===== src/rtl/conv_seq_pkg.sv =====
package conv_seq_pkg;
  typedef enum logic [3:0] {
    MODE_RESET  = 4'h0,
    MODE_PAUSE  = 4'h1,
    MODE_SINGLE = 4'h2,
    MODE_REARM  = 4'h3,
    MODE_UNINIT = 4'h4
  } mode_e;

  typedef enum logic [3:0] {
    ST_STOPPED    = 4'h0,
    ST_WAIT_START = 4'h2,
    ST_CONVERT    = 4'h3,
    ST_POST       = 4'h4,
    ST_REARM      = 4'h5,
    ST_DONE       = 4'h7,
    ST_NEED_INIT  = 4'h8,
    ST_INIT       = 4'h9
  } state_e;

  localparam int unsigned N_TRIG     = 3;
  localparam int unsigned TRIG_PACE  = 0;
  localparam int unsigned TRIG_START = 1;
  localparam int unsigned TRIG_STOP  = 2;
endpackage


===== src/rtl/trig_edge.sv =====
module trig_edge #(
  parameter int unsigned BUS_W = 16,
  parameter int unsigned SEL_W = $clog2(BUS_W)
) (
  input  logic             clk_i,
  input  logic             rst_ni,
  input  logic [BUS_W-1:0] bus_i,
  input  logic [SEL_W-1:0] sel_i,
  output logic             ev_o
);
  logic line, prev_q;

  assign line = bus_i[sel_i];
  assign ev_o = line & ~prev_q;

  always_ff @(posedge clk_i or negedge rst_ni) begin
    if (!rst_ni) prev_q <= 1'b0;
    else         prev_q <= line;
  end

  // two events in a row would mean a held line retriggered
  a_r11_one_event: assert property (@(posedge clk_i) disable iff (!rst_ni)
    ev_o |=> !ev_o)
    else $error("a_r11_one_event");
endmodule


===== src/rtl/pacer.sv =====
module pacer #(
  parameter int unsigned DIV_W = 16
) (
  input  logic             clk_i,
  input  logic             rst_ni,
  input  logic             clr_i,
  input  logic             load_i,
  input  logic             en_i,
  input  logic             tick_i,
  input  logic [DIV_W-1:0] div_i,
  output logic             fire_o,
  output logic [DIV_W-1:0] cnt_o
);
  logic [DIV_W-1:0] cnt_q;

  assign fire_o = en_i & tick_i & (cnt_q == '0);
  assign cnt_o  = cnt_q;

  always_ff @(posedge clk_i or negedge rst_ni) begin
    if (!rst_ni)                cnt_q <= '0;
    else if (clr_i || load_i)   cnt_q <= div_i;
    else if (en_i && tick_i)    cnt_q <= fire_o ? div_i : cnt_q - DIV_W'(1);
  end

  a_r6_countdown: assert property (@(posedge clk_i) disable iff (!rst_ni)
    (en_i && tick_i && cnt_q != '0 && !clr_i && !load_i)
      |=> cnt_q == $past(cnt_q) - DIV_W'(1))
    else $error("a_r6_countdown");

  a_r6_hold: assert property (@(posedge clk_i) disable iff (!rst_ni)
    (!(en_i && tick_i) && !clr_i && !load_i) |=> $stable(cnt_q))
    else $error("a_r6_hold");

  a_r2_load: assert property (@(posedge clk_i) disable iff (!rst_ni)
    clr_i |=> cnt_q == $past(div_i))
    else $error("a_r2_load");
endmodule


===== src/rtl/seq_ctrl.sv =====
module seq_ctrl
  import conv_seq_pkg::*;
#(
  parameter int unsigned POST_W = 16,
  parameter int unsigned CNT_W  = 32
) (
  input  logic              clk_i,
  input  logic              rst_ni,
  input  logic [3:0]        mode_i,
  input  logic              init_req_i,
  input  logic              init_done_i,
  input  logic              start_ev_i,
  input  logic              stop_ev_i,
  input  logic              sample_i,
  input  logic [POST_W-1:0] post_stop_i,
  output logic              clear_o,
  output logic              run_o,
  output logic              active_o,
  output logic [3:0]        status_o,
  output logic [CNT_W-1:0]  conv_cnt_o
);
  localparam int unsigned PW1 = POST_W + 1;

  state_e            state_q, end_st;
  logic [POST_W-1:0] post_q;
  logic [CNT_W-1:0]  conv_q;
  logic              inited_q, ready, post_last;

  assign ready     = inited_q | ~init_req_i;
  assign clear_o   = (mode_i == MODE_UNINIT) || (mode_i == MODE_RESET);
  assign run_o     = ready && ((mode_i == MODE_SINGLE) || (mode_i == MODE_REARM));
  assign active_o  = (state_q == ST_CONVERT) || (state_q == ST_POST);
  assign end_st    = (mode_i == MODE_SINGLE) ? ST_DONE : ST_REARM;
  assign post_last = ({1'b0, post_q} + PW1'(1)) >= {1'b0, post_stop_i};
  assign conv_cnt_o = conv_q;

  always_comb begin
    if (mode_i == MODE_UNINIT)    status_o = init_req_i ? ST_NEED_INIT : ST_STOPPED;
    else if (!ready)              status_o = ST_INIT;
    else if (mode_i == MODE_RESET) status_o = ST_STOPPED;
    else                          status_o = state_q;
  end

  always_ff @(posedge clk_i or negedge rst_ni) begin
    if (!rst_ni)                            inited_q <= 1'b0;
    else if (mode_i == MODE_UNINIT)         inited_q <= 1'b0;
    else if (init_req_i && init_done_i)     inited_q <= 1'b1;
  end

  always_ff @(posedge clk_i or negedge rst_ni) begin
    if (!rst_ni) begin
      state_q <= ST_STOPPED;
      post_q  <= '0;
      conv_q  <= '0;
    end else if (clear_o) begin
      state_q <= ST_STOPPED;
      post_q  <= '0;
      conv_q  <= '0;
    end else if (run_o) begin
      if (sample_i) conv_q <= conv_q + CNT_W'(1);
      case (state_q)
        ST_STOPPED:    state_q <= ST_WAIT_START;
        ST_WAIT_START: if (start_ev_i) state_q <= ST_CONVERT;
        ST_CONVERT: if (stop_ev_i) begin
          post_q  <= '0;
          state_q <= (post_stop_i == '0) ? end_st : ST_POST;
        end
        ST_POST: if (sample_i) begin
          if (post_last) state_q <= end_st;
          else           post_q  <= post_q + POST_W'(1);
        end
        ST_REARM:      state_q <= ST_WAIT_START;
        default:       state_q <= state_q;
      endcase
    end
  end

  a_r2_clear: assert property (@(posedge clk_i) disable iff (!rst_ni)
    clear_o |=> (conv_q == '0) && (state_q == ST_STOPPED))
    else $error("a_r2_clear");

  a_r3_no_sample_init: assert property (@(posedge clk_i) disable iff (!rst_ni)
    (status_o == ST_INIT) |-> !sample_i)
    else $error("a_r3_no_sample_init");

  a_r4_pause_hold: assert property (@(posedge clk_i) disable iff (!rst_ni)
    (mode_i == MODE_PAUSE) |=> $stable(conv_q) && $stable(state_q) && $stable(post_q))
    else $error("a_r4_pause_hold");

  a_r5_wait_start: assert property (@(posedge clk_i) disable iff (!rst_ni)
    (state_q == ST_WAIT_START && run_o && !start_ev_i) |=> state_q == ST_WAIT_START)
    else $error("a_r5_wait_start");

  a_r8_done_hold: assert property (@(posedge clk_i) disable iff (!rst_ni)
    (state_q == ST_DONE && !clear_o) |=> state_q == ST_DONE)
    else $error("a_r8_done_hold");

  a_r9_rearm_keep: assert property (@(posedge clk_i) disable iff (!rst_ni)
    (state_q == ST_REARM && !clear_o) |=> conv_q == $past(conv_q))
    else $error("a_r9_rearm_keep");

  a_r10_count_step: assert property (@(posedge clk_i) disable iff (!rst_ni)
    (sample_i && !clear_o) |=> conv_q == $past(conv_q) + CNT_W'(1))
    else $error("a_r10_count_step");

  a_r10_sample_phase: assert property (@(posedge clk_i) disable iff (!rst_ni)
    sample_i |-> active_o)
    else $error("a_r10_sample_phase");
endmodule


===== src/rtl/conv_sequencer.sv =====
module conv_sequencer
  import conv_seq_pkg::*;
#(
  parameter int unsigned BUS_W  = 16,
  parameter int unsigned DIV_W  = 16,
  parameter int unsigned POST_W = 16,
  parameter int unsigned CNT_W  = 32,
  localparam int unsigned SEL_W = $clog2(BUS_W)
) (
  input  logic              clk_i,
  input  logic              rst_ni,
  input  logic [3:0]        mode_i,
  input  logic              init_req_i,
  input  logic              init_done_i,
  input  logic [BUS_W-1:0]  clk_bus_i,
  input  logic [SEL_W-1:0]  pace_sel_i,
  input  logic [SEL_W-1:0]  start_sel_i,
  input  logic [SEL_W-1:0]  stop_sel_i,
  input  logic [DIV_W-1:0]  div_i,
  input  logic [POST_W-1:0] post_stop_i,
  output logic              sample_o,
  output logic [3:0]        status_o,
  output logic [DIV_W-1:0]  div_cnt_o,
  output logic [CNT_W-1:0]  conv_cnt_o
);
  logic [SEL_W-1:0]  sel [N_TRIG];
  logic [N_TRIG-1:0] ev;
  logic clear, run, active, fire;

  assign sel[TRIG_PACE]  = pace_sel_i;
  assign sel[TRIG_START] = start_sel_i;
  assign sel[TRIG_STOP]  = stop_sel_i;

  for (genvar g = 0; g < N_TRIG; g++) begin : g_trig
    trig_edge #(.BUS_W(BUS_W), .SEL_W(SEL_W)) u_edge (
      .clk_i (clk_i),
      .rst_ni(rst_ni),
      .bus_i (clk_bus_i),
      .sel_i (sel[g]),
      .ev_o  (ev[g])
    );
  end

  pacer #(.DIV_W(DIV_W)) u_pacer (
    .clk_i (clk_i),
    .rst_ni(rst_ni),
    .clr_i (clear),
    .load_i(run & ~active),
    .en_i  (run & active),
    .tick_i(ev[TRIG_PACE]),
    .div_i (div_i),
    .fire_o(fire),
    .cnt_o (div_cnt_o)
  );

  seq_ctrl #(.POST_W(POST_W), .CNT_W(CNT_W)) u_ctrl (
    .clk_i      (clk_i),
    .rst_ni     (rst_ni),
    .mode_i     (mode_i),
    .init_req_i (init_req_i),
    .init_done_i(init_done_i),
    .start_ev_i (ev[TRIG_START]),
    .stop_ev_i  (ev[TRIG_STOP]),
    .sample_i   (fire),
    .post_stop_i(post_stop_i),
    .clear_o    (clear),
    .run_o      (run),
    .active_o   (active),
    .status_o   (status_o),
    .conv_cnt_o (conv_cnt_o)
  );

  assign sample_o = fire;

  a_r12_pace_select: assert property (@(posedge clk_i) disable iff (!rst_ni)
    sample_o |-> clk_bus_i[pace_sel_i])
    else $error("a_r12_pace_select");
endmodule


===== config.mk =====
export PLATFORM = sky130hd
export DESIGN_NAME = conv_sequencer
export DESIGN_NICKNAME = d
export VERILOG_FILES = /design/src/rtl/conv_seq_pkg.sv /design/src/rtl/trig_edge.sv /design/src/rtl/pacer.sv /design/src/rtl/seq_ctrl.sv /design/src/rtl/conv_sequencer.sv
export SDC_FILE = /design/constraint.sdc
export NUM_CORES = 1
export LEC_CHECK = 0
export BUFFER_PORTS_ARGS = -buffer_cell sky130_fd_sc_hd__buf_2
export CAP_MARGIN = 20
export CORE_MARGIN = 3
export CORE_UTILIZATION = 50
export CTS_CLUSTER_SIZE = 14
export DETAILED_ROUTE_END_ITERATION = 7
export PLACE_DENSITY = 0.75
export SKIP_LAST_GASP = 1
export SLEW_MARGIN = 10
export SYNTH_ARGS = -nofsm -noshare
export SYNTH_HDL_FRONTEND = slang
export SYNTH_SLANG_ARGS = --single-unit

===== constraint.sdc =====
create_clock -name clk_i -period 4.6 [get_ports clk_i]
set_clock_uncertainty 0.15 [all_clocks]
set_input_delay 0.23 -clock clk_i [delete_from_list [all_inputs] [get_ports clk_i]]
set_output_delay 0.23 -clock clk_i [all_outputs]
set_load 0.05 [all_outputs]

Word level (Yosys, flattened, before mapping)
Cells that the tools add are included.
- output and inout port bits: 53
- word-level logic and storage cells: 95
- register bits: 72
- mux-type cells: 33
- order comparisons: 4
- add/sub/neg operators: 4
- equal/unequal tests: 12
- reduce and logical (&&, ||, !) cells: 21
- bitwise gates (word level): 13
- operator list (operator ; count):
    $mux W16 ; 8
    $mux W32 ; 3
    $mux W4 ; 11
    $add A32 B1 Y32 const B ; 1
    $logic_not A16 Y1 ; 2
    $pmux W16 S2 ; 1
    $add A16 B1 Y17 const B ; 1
    $ge A17 B16 Y1 ; 1
    $add A16 B1 Y16 const B ; 1
    $eq A4 B2 Y1 const B ; 4
    $pmux W4 S4 ; 1
    $sub A16 B1 Y16 const B ; 1
    $lt A4 B5 Y1 const B ; 3
    $bmux W1 S4 ; 3
    $eq A4 B3 Y1 const B ; 3
    $ne A3 B3 Y1 const B ; 4
    $logic_not A4 Y1 ; 2
    $reduce_bool A2 Y1 ; 4
    $and A1 B1 Y1 ; 7
    $reduce_and A6 Y1 ; 1
    $mux W1 ; 5
    $not A1 Y1 ; 5
    $reduce_and A5 Y1 ; 1
    $reduce_bool A5 Y1 ; 1
    other kinds (8) ; 13

Logic depth before layout (Yosys ltp)
Gate-level depths: netlist of run 1.
- depth in word-level cells: 10
- mapped depth: 16
- mapped depth without buffers: 14

Hierarchy
From an unflattened synthesis of run 1, not the netlist that was laid out.
- cell total of the unflattened synthesis: 542
- area total of the unflattened synthesis: 4971.0 um2
- by module, submodules not included (module ; times used ; cells an instance ; area an instance (um2)):
    seq_ctrl ; 1 ; 375 ; 3328.2
    pacer ; 1 ; 129 ; 1108.6
    trig_edge ; 3 ; 12 ; 172.7
    conv_sequencer ; 1 ; 2 ; 16.3

Least setup slack after synthesis of run 1
OpenSTA, ideal clock, no wires.
- path kind: register to register
- from: reg u_ctrl.post_q[2]
- to: reg u_ctrl.post_q[0]
- slack: 0.800 ns
- library setup time: 0.125 ns
- path buffers: 2
- arrival: 3.525 ns
- clock period less this slack: 3.800 ns
- data required time: 4.325 ns
- cell stages (with the launch flop): 17
- cell sequence: dfrtp_1 -> and3_1 -> and3_1 -> and3_1 -> clkbuf_1 -> nand3_1 -> or3_1 -> nand2_1 -> ha_1 -> a21o_1 -> a221o_1 -> a31oi_1 -> o211a_1 -> nand2_1 -> a21o_1 -> buf_2 -> mux2_2
- longest elaborated chain between the ends: 4
- RTL lines (what ; RTL line ; RTL):
    from (decl) ; seq_ctrl.sv:25 ; logic [POST_W-1:0] post_q;
    from (signal assigned) ; seq_ctrl.sv:70 ; else post_q <= post_q + POST_W'(1);
    $add A16 B1 Y17 ; seq_ctrl.sv:34 ; assign post_last = ({1'b0, post_q} + PW1'(1)) >= {1'b0, post_stop_i};
    $ge A17 B16 Y1 ; seq_ctrl.sv:34 ;
    $ne A3 B3 Y1 (no source line) ; -- ;
    $reduce_and A5 Y1 (no source line) ; -- ;
Every way passes these cells.
A chain may end at the register's enable or synchronous reset.

Worst setup path in the final report of run 1
Same ends and word-level chain as after synthesis.

==> results by group, run 1 <==
Die
  – Die width: 106 µm
  – Area enclosed by the die boundary: 11200 µm²
  – Area of the core: 9460 µm²
  – Height of the die: 106 µm
  – Top-level I/O count: 121
  – Initial core utilization: 52.5%
  – Number of rows created at floorplan: 35

Place
  – IO Port Bufs: 120
  – RePlAce Congestion: 0.911
  – Placed cell area: 5690 µm²
  – Post-detail-place hpwl: 9.76 mm

Route
  – Highest signal layer in the routed design: met4
  – DR DRC count: 0
  – Per-cell routed wire length: 16.1 µm
  – Wire length on met3: 751 µm
  – Total via count in the routed design: 4743
  – Routed wire length: 13.1 mm
  – WL met2: 6.25 mm
  – Average via count per standard cell: 5.83
  – Number of antenna-violating nets in the routed design: 0
  – Wl on met1: 5.91 mm
  – Number of DRC markers after the initial detailed-route iteration: 323
  – Iteration count of the initial detailed-routing pass: 5

Hold path
  – HP Start: init_done_i
  – Worst hold-check path type: in2reg

Run
  – Max Cap Violations: 0

Synthesis
  – Top cell types by occurrence after synthesis: sky130_fd_sc_hd__dfrtp_1 (71), sky130_fd_sc_hd__nor2_1 (50), sky130_fd_sc_hd__a21oi_1 (40), sky130_fd_sc_hd__inv_1 (40), sky130_fd_sc_hd__nand3_1 (32)
  – Largest area contributor in the synthesized netlist: sky130_fd_sc_hd__dfrtp_1
  – Count of unique library cells instantiated by Yosys: 62
  – Number of enable-type register cells in the synthesized netlist: 0
  – Library cell with the highest instance count after synthesis: sky130_fd_sc_hd__dfrtp_1
  – Top cells by area in the synthesized netlist: sky130_fd_sc_hd__dfrtp_1 (36%), sky130_fd_sc_hd__mux4_2 (5.4%), sky130_fd_sc_hd__ha_1 (4.8%), sky130_fd_sc_hd__xnor2_1 (4.6%), sky130_fd_sc_hd__a21oi_1 (4.0%)
  – Synth top area share: 35.8%
  – Synth warn: 0
  – Sequential element share of the synthesized area: 35.8%
  – #FFs+latches synth: 71
  – Net count after synthesis: 643
  – Cell count after synthesis: 556
  – Async set-reset flop share out of synthesis: 100%
  – Summed instance area of the synthesized netlist: 4970 µm²
  – Synthesized area per cell: 8.93 µm²
  – Prevailing post-synth register cell: sky130_fd_sc_hd__dfrtp_1

Global route
  – Pin count of the biggest net entering global routing: 38
  – Number of global-route vias before repair: 4590
  – Wire length of the first global-routing pass: 21.5 mm
  – Initial antenna violation count: 0
  – Global route total overflow: 0
  – Overall fraction of global-route tracks in use: 23.3%

Layout
  – End-of-flow core utilization: 63.2%
  – Final Cell Area: 5980 µm²
  – Nets@finish: 767
  – Fraction of final layout cells with drive strength greater than 1: 24.7%
  – Total area of sequential cells: 1780 µm²
  – Area used by multi-input combinational logic: 2970 µm²
  – Antenna diodes: 0
  – Relative area change from synthesis to final layout: 20.4%
  – Count of filler cells inserted in the layout: 875

Critical path
  – Largest driver fanout on the critical path: 10
  – Largest stage delay on the critical path: 0.42 ns
  – Critical path start-end classification: reg2reg
  – Critical Path Start Type: register
  – Cell chain of the critical path: and3_1 -> and3_1 -> and3_1 -> nand3_1 -> or3_1 -> nand2_1 -> ha_1 -> a21o_1 -> a221o_1 -> a31oi_1 -> o211a_1 -> nand2_1 -> a21o_1 -> mux2_2
  – Critical Path AT: 4.17 ns
  – Start point of the critical path: u_ctrl.post_q[2]
  – WP data required: 4.68 ns
  – Reg2Reg Launch Point: u_ctrl.post_q[2]
  – Most frequent cell on the critical path: sky130_fd_sc_hd__and3_1
  – Slowest cell on the critical path: sky130_fd_sc_hd__dfrtp_1
  – Element type at the critical path end: register

STA
  – Share of the clock period used by the worst path: 89.0%
  – RSZ-0062 raised after global routing: no
  – Final hold vios: 0
  – Worst slew margin relative to its limit: 35.7%
  – Final sum of negative setup slack: 0 ns
  – Min Tclk post-route: 4.10 ns
  – Setup-violating endpoint count in the final report: 0
  – Fmax achieved: 0.244 GHz
  – Slew at the pin closest to its max-slew limit: 0.960 ns
  – Number of max-slew violations in the final report: 0

Clock network
  – Clock Path Buffers: 2
  – Total number of H-tree levels: 3
  – Clock slew seen by the registers of the worst setup and hold paths: 0.08 ns
  – Total number of clock tree sinks: 71
  – # resized after CTS: 0
  – Clock Latency Late Sink: 0.34 ns
  – CTS tree: built
  – Number of buffers created by CTS: 9
  – Root Driver: sky130_fd_sc_hd__clkbuf_8

Pwr
  – Design Power: 2.15 mW
  – Static leakage: 2.82 nW
  – Worst-case vdd ir drop: 0.000399 V
  – Total power per unit cell area: 359 nW/µm²

Outcome
  – Status: completed
[cells by family after synthesis]
kind of cell	Yosys count	share of synthesized area (%)
buffers and inverters	58	4.66
XOR/XNOR	31	5.47
multiplexers	26	8.87
AO/OA/AOI/OAI	129	16.5
flip-flops	71	35.8
adder cells (fa/ha/maj)	19	4.79
AND/OR/NAND/NOR	222	24.0
[per-layer routing]
metal | track usage, % | vias to the layer above
met4 | 6.94 | 0
met2 | 37.9 | 143
li1 | - | 2305
met3 | 4.41 | 16
met1 | 31.7 | 2279
met5 | 0 | -
[through the flow]
stage | instances | setup slack (ns) | hold WS [ns]
floorplan | 556 | 0.800 | -0.216
global placement | 792 | 0.616 | 0.238
detailed placement | 792 | 0.548 | 0.239
CTS | 813 | 0.530 | 0.000730
global route | 814 | 0.169 | 0.0255
finish | 814 | 0.504 | 0.0110
[area by class of cell]
cell class,instances,share of cell area [%]
clock buffers,11,2.37
clock inverters,5,1.36
inverters,40,2.51
multi-input cells,427,49.6
flip-flops and latches,71,29.7
well taps,129,2.70
repair buffers,131,11.7
[power by group]
part	switching [mW]	internal (mW)	leakage (nW)
Clock	0.249	0.321	0.110
Sequential	0.121	0.705	0.944
Combinational	0.514	0.237	1.76
[path summary, 6_finish.rpt]
kind	end	slack, ns	cells after the start
max in group asynchronous	u_ctrl.post_q[1]	2.93	3
hold reg to reg	u_ctrl.post_q[15]	0.38	1
setup / recovery	u_ctrl.post_q[0]	0.50	14
hold / removal	u_ctrl.inited_q	0.01	3
setup reg to reg	u_ctrl.post_q[0]	0.50	14
min in group asynchronous	u_ctrl.conv_cnt_o[23]	0.39	2
[registers in the layout, indices dropped and copies added (netlist names)]
| name | count |
|---|---|
| u_pacer.cnt_o | 16 |
| g_trig.u_edge.prev_q | 3 |
| u_ctrl.post_q | 16 |
| u_ctrl.conv_cnt_o | 32 |
| u_ctrl.inited_q | 1 |
| u_ctrl.state_q | 3 |
[repair_timing]
action	4_1_cts	5_1_grt
hold endpoints to repair	40	0
hold buffers	5	0
buffers inserted	0	0
[worst max-delay path, delay by kind of cell, from the launching register on]
| family | cells | cell delay, ns |
|---|---|---|
| AO/OA/AOI/OAI | 5 | 1.33 |
| adder cells (fa/ha/maj) | 1 | 0.23 |
| multiplexers | 1 | 0.30 |
| AND/OR/NAND/NOR | 7 | 1.56 |
| flip-flops | 1 | 0.42 |
[cell usage in the layout, fill, tap and decap left out, drive strengths merged, types with 3 or more instances in the layout]
cell type / instances
nor4: 14
a31oi: 4
and4: 4
o21bai: 3
nor3: 25
nand2b: 4
mux2i: 12
and3: 12
o211ai: 3
xor2: 5
or3: 18
mux4: 13
o22a: 3
dfrtp: 71
inv: 40
ha: 19
o22ai: 6
nor2: 51
clkbuf: 11
buf: 126
a21o: 7
or4: 5
o21a: 4
dlygate4sd3: 5
or2: 5
a211oi: 5
o21ai: 29
nand3: 32
a21oi: 40
nor3b: 3
nand4: 11
a22o: 6
xnor2: 26
nand2: 30
nor2b: 3
Note: power is estimated with default switching activity, not from simulation.
==> run 2: changes to the inputs <==
- CAP_MARGIN: 20 -> unset
- CORE_ASPECT_RATIO: unset -> 0.75
==> run 2 against run 1 <==
Effect of this change: final area is 2.2% higher; global-route usage increased by 2.0 points; first-iteration DRC count shrank 3.1%; clock power grew 53%; flip-flop and latch count stayed put; worst setup slack lost 0.20 ns; hold slack improved by 0.0020 ns; fmax down 4.7%; sequential power grew 0.5%; clock-buffer cell count decreased by 2; non-clock buffer count is 3 lower; critical path depth stayed put; critical path type unchanged; critical endpoint unchanged; largest power group is now clock.
==> results by group, run 2 (synthesis results as in run 1) <==
Global route
  – Initial antenna violation count: 1
  – Overall fraction of global-route tracks in use: 25.3%
  – Pin count of the biggest net entering global routing: 48
  – Global route total overflow: 0
  – Number of global-route vias before repair: 4736
  – Wire length of the first global-routing pass: 22.9 mm

Clock network
  – Number of buffers inserted to repair setup after CTS: 0
  – Clock Latency Late Sink: 0.34 ns
  – Total number of clock tree sinks: 71
  – Root Driver: sky130_fd_sc_hd__clkbuf_16
  – Number of buffers created by CTS: 9
  – CTS tree: built
  – Total number of H-tree levels: 3
  – Clock Path Buffers: 2
  – Clock slew seen by the registers of the worst setup and hold paths: 0.06 ns

Place
  – RePlAce Congestion: 0.867
  – Post-placement setup slack: -0.0338 ns
  – IO Port Bufs: 120
  – Placed cell area: 5690 µm²
  – Total instance count after detailed placement: 790
  – Post-detail-place hpwl: 10.5 mm

Route
  – DR DRC count: 0
  – Per-cell routed wire length: 17.3 µm
  – Routed wire length: 14.0 mm
  – Total via count in the routed design: 4899
  – Average via count per standard cell: 6.05
  – Number of DRC markers after the initial detailed-route iteration: 313
  – Number of antenna-violating nets in the routed design: 0
  – Iteration count of the initial detailed-routing pass: 7

Critical path
  – Count of cells along the worst register-to-register path: 14
  – Largest stage delay on the critical path: 0.43 ns
  – R2R setup slack: 0.30 ns
  – Crit path buffers/inverters: 0
  – Slowest cell on the critical path: sky130_fd_sc_hd__or3_1
  – Element type at the critical path end: register
  – Critical Path Start Type: register
  – Critical path start-end classification: reg2reg
  – WP data required: 4.68 ns
  – Most frequent cell on the critical path: sky130_fd_sc_hd__and3_1
  – Reg2Reg Launch Point: u_ctrl.post_q[2]
  – Crit Reg-Reg Endpoint: u_ctrl.post_q[0]
  – Largest driver fanout on the critical path: 10
  – Critical Path AT: 4.38 ns
  – Cell chain of the critical path: and3_1 -> and3_1 -> and3_1 -> nand3_1 -> or3_1 -> nand2_1 -> ha_1 -> a21o_1 -> a221o_1 -> a31oi_1 -> o211a_1 -> nand2_1 -> a21o_1 -> mux2_2
  – Crit-path leading delay family: simple AND/OR/NAND/NOR gates

Run
  – Max Cap Violations: 0

STA
  – Final hold vios: 0
  – Min Tclk post-route: 4.30 ns
  – Final sum of negative setup slack: 0 ns
  – RSZ-0062 raised after global routing: no
  – Number of max-slew violations in the final report: 0
  – Smallest hold slack: 0.0131 ns
  – Worst setup slack after layout: 0.300 ns
  – Share of the clock period used by the worst path: 93.5%
  – Slew at the pin closest to its max-slew limit: 1.12 ns
  – Setup-violating endpoint count in the final report: 0
  – Fmax achieved: 0.233 GHz
  – Worst slew margin relative to its limit: 25.2%

Die
  – Area enclosed by the die boundary: 11200 µm²
  – Height of the die: 92.3 µm
  – Initial core utilization: 53.1%
  – Die width: 121 µm
  – Top-level I/O count: 121
  – Area of the core: 9350 µm²
  – Number of rows created at floorplan: 30

Layout
  – Antenna diodes: 0
  – Max FFs per register: 32
  – Final Cell Area: 6110 µm²
  – Nets@finish: 764
  – Post-Layout Cell Count: 810
  – Most frequent cells in the layout: sky130_fd_sc_hd__buf_2 (120), sky130_fd_sc_hd__dfrtp_1 (71), sky130_fd_sc_hd__nor2_1 (50)
  – Relative area change from synthesis to final layout: 22.9%
  – Fraction of final layout cells with drive strength greater than 1: 24.8%
  – Most common cell after layout, fill and taps aside: sky130_fd_sc_hd__buf_2

Pwr
  – Worst-case vdd ir drop: 0.000418 V
  – Total power per unit cell area: 403 nW/µm²
  – Static leakage: 2.87 nW

Hold path
  – HP Start: div_i[12]
  – End point of the most critical hold path: u_pacer.cnt_o[12]
  – Worst hold path stage count: 3
  – Worst hold-check path type: in2reg

Outcome
  – Status: completed
[run 2: changes by cell type in the layout (fill, tap and decap cells not counted), sizes merged]
| cell | delta |
|---|---|
| dlygate4sd3 | -1 |
| buf | -2 |
| bufinv | +2 |
| clkbuf | -2 |
[run 2: worst register-to-register path: stages, from the launching register on]
cell	delay (ns)
sky130_fd_sc_hd__dfrtp_1	0.41
sky130_fd_sc_hd__and3_1	0.25
sky130_fd_sc_hd__and3_1	0.27
sky130_fd_sc_hd__and3_1	0.29
sky130_fd_sc_hd__nand3_1	0.21
sky130_fd_sc_hd__or3_1	0.43
sky130_fd_sc_hd__nand2_1	0.10
sky130_fd_sc_hd__ha_1	0.25
sky130_fd_sc_hd__a21o_1	0.19
sky130_fd_sc_hd__a221o_1	0.30
sky130_fd_sc_hd__a31oi_1	0.23
sky130_fd_sc_hd__o211a_1	0.36
sky130_fd_sc_hd__nand2_1	0.11
sky130_fd_sc_hd__a21o_1	0.34
sky130_fd_sc_hd__mux2_2	0.31
[run 2: final cells by class]
class | count | area [µm²]
Sequential cell | 71 | 1780
Clock buffer | 9 | 225
Inverter | 40 | 150
Fill cell | 766 | 3240
Multi-Input combinational cell | 427 | 2980
Clock inverter | 7 | 145
Timing Repair Buffer | 128 | 671
Tap cell | 128 | 160
[run 2: per-stage QoR]
stage,power (mW),util [%]
floorplan,1.37,-
global placement,1.56,60.8
detailed placement,1.59,60.8
CTS,2.47,65.3
global route,2.56,65.3
finish,2.46,65.3
[run 2: worst max-delay path by stage]
stage	to	slack [ns]	cells past startpoint	from
3_5_place_dp	u_ctrl.post_q[4]	-0.03	14	u_ctrl.post_q[2]
3_3_place_gp	u_ctrl.post_q[0]	0.25	13	u_ctrl.post_q[2]
5_1_grt	u_ctrl.post_q[0]	0.07	14	u_ctrl.post_q[2]
2_1_floorplan	u_ctrl.post_q[0]	0.80	16	u_ctrl.post_q[2]
6_report	u_ctrl.post_q[0]	0.30	14	u_ctrl.post_q[2]
4_1_cts	u_ctrl.post_q[4]	0.35	14	u_ctrl.post_q[2]
[run 2: routing by layer]
metal / track usage [%] / vias to the layer above / wire [µm]
met5: 0 / - / 7
met4: 8.40 / 2 / 283
met3: 5.25 / 26 / 954
met2: 40.5 / 215 / 6560
met1: 34.3 / 2359 / 6230
li1: - / 2297 / -
[run 2: what timing repair did]
item | in CTS | in global routing
hold endpoints to repair | 27 | 0
setup endpoints to repair | 8 | 3
hold buffers | 4 | 0
gates resized for setup | 1 | 1
[run 2: power by group]
part           internal (mW)  switching (mW)  total, mW
Sequential             0.706           0.125      0.830
Combinational          0.236           0.521      0.757
Clock                  0.586           0.287      0.873
Total                   1.53           0.933       2.46
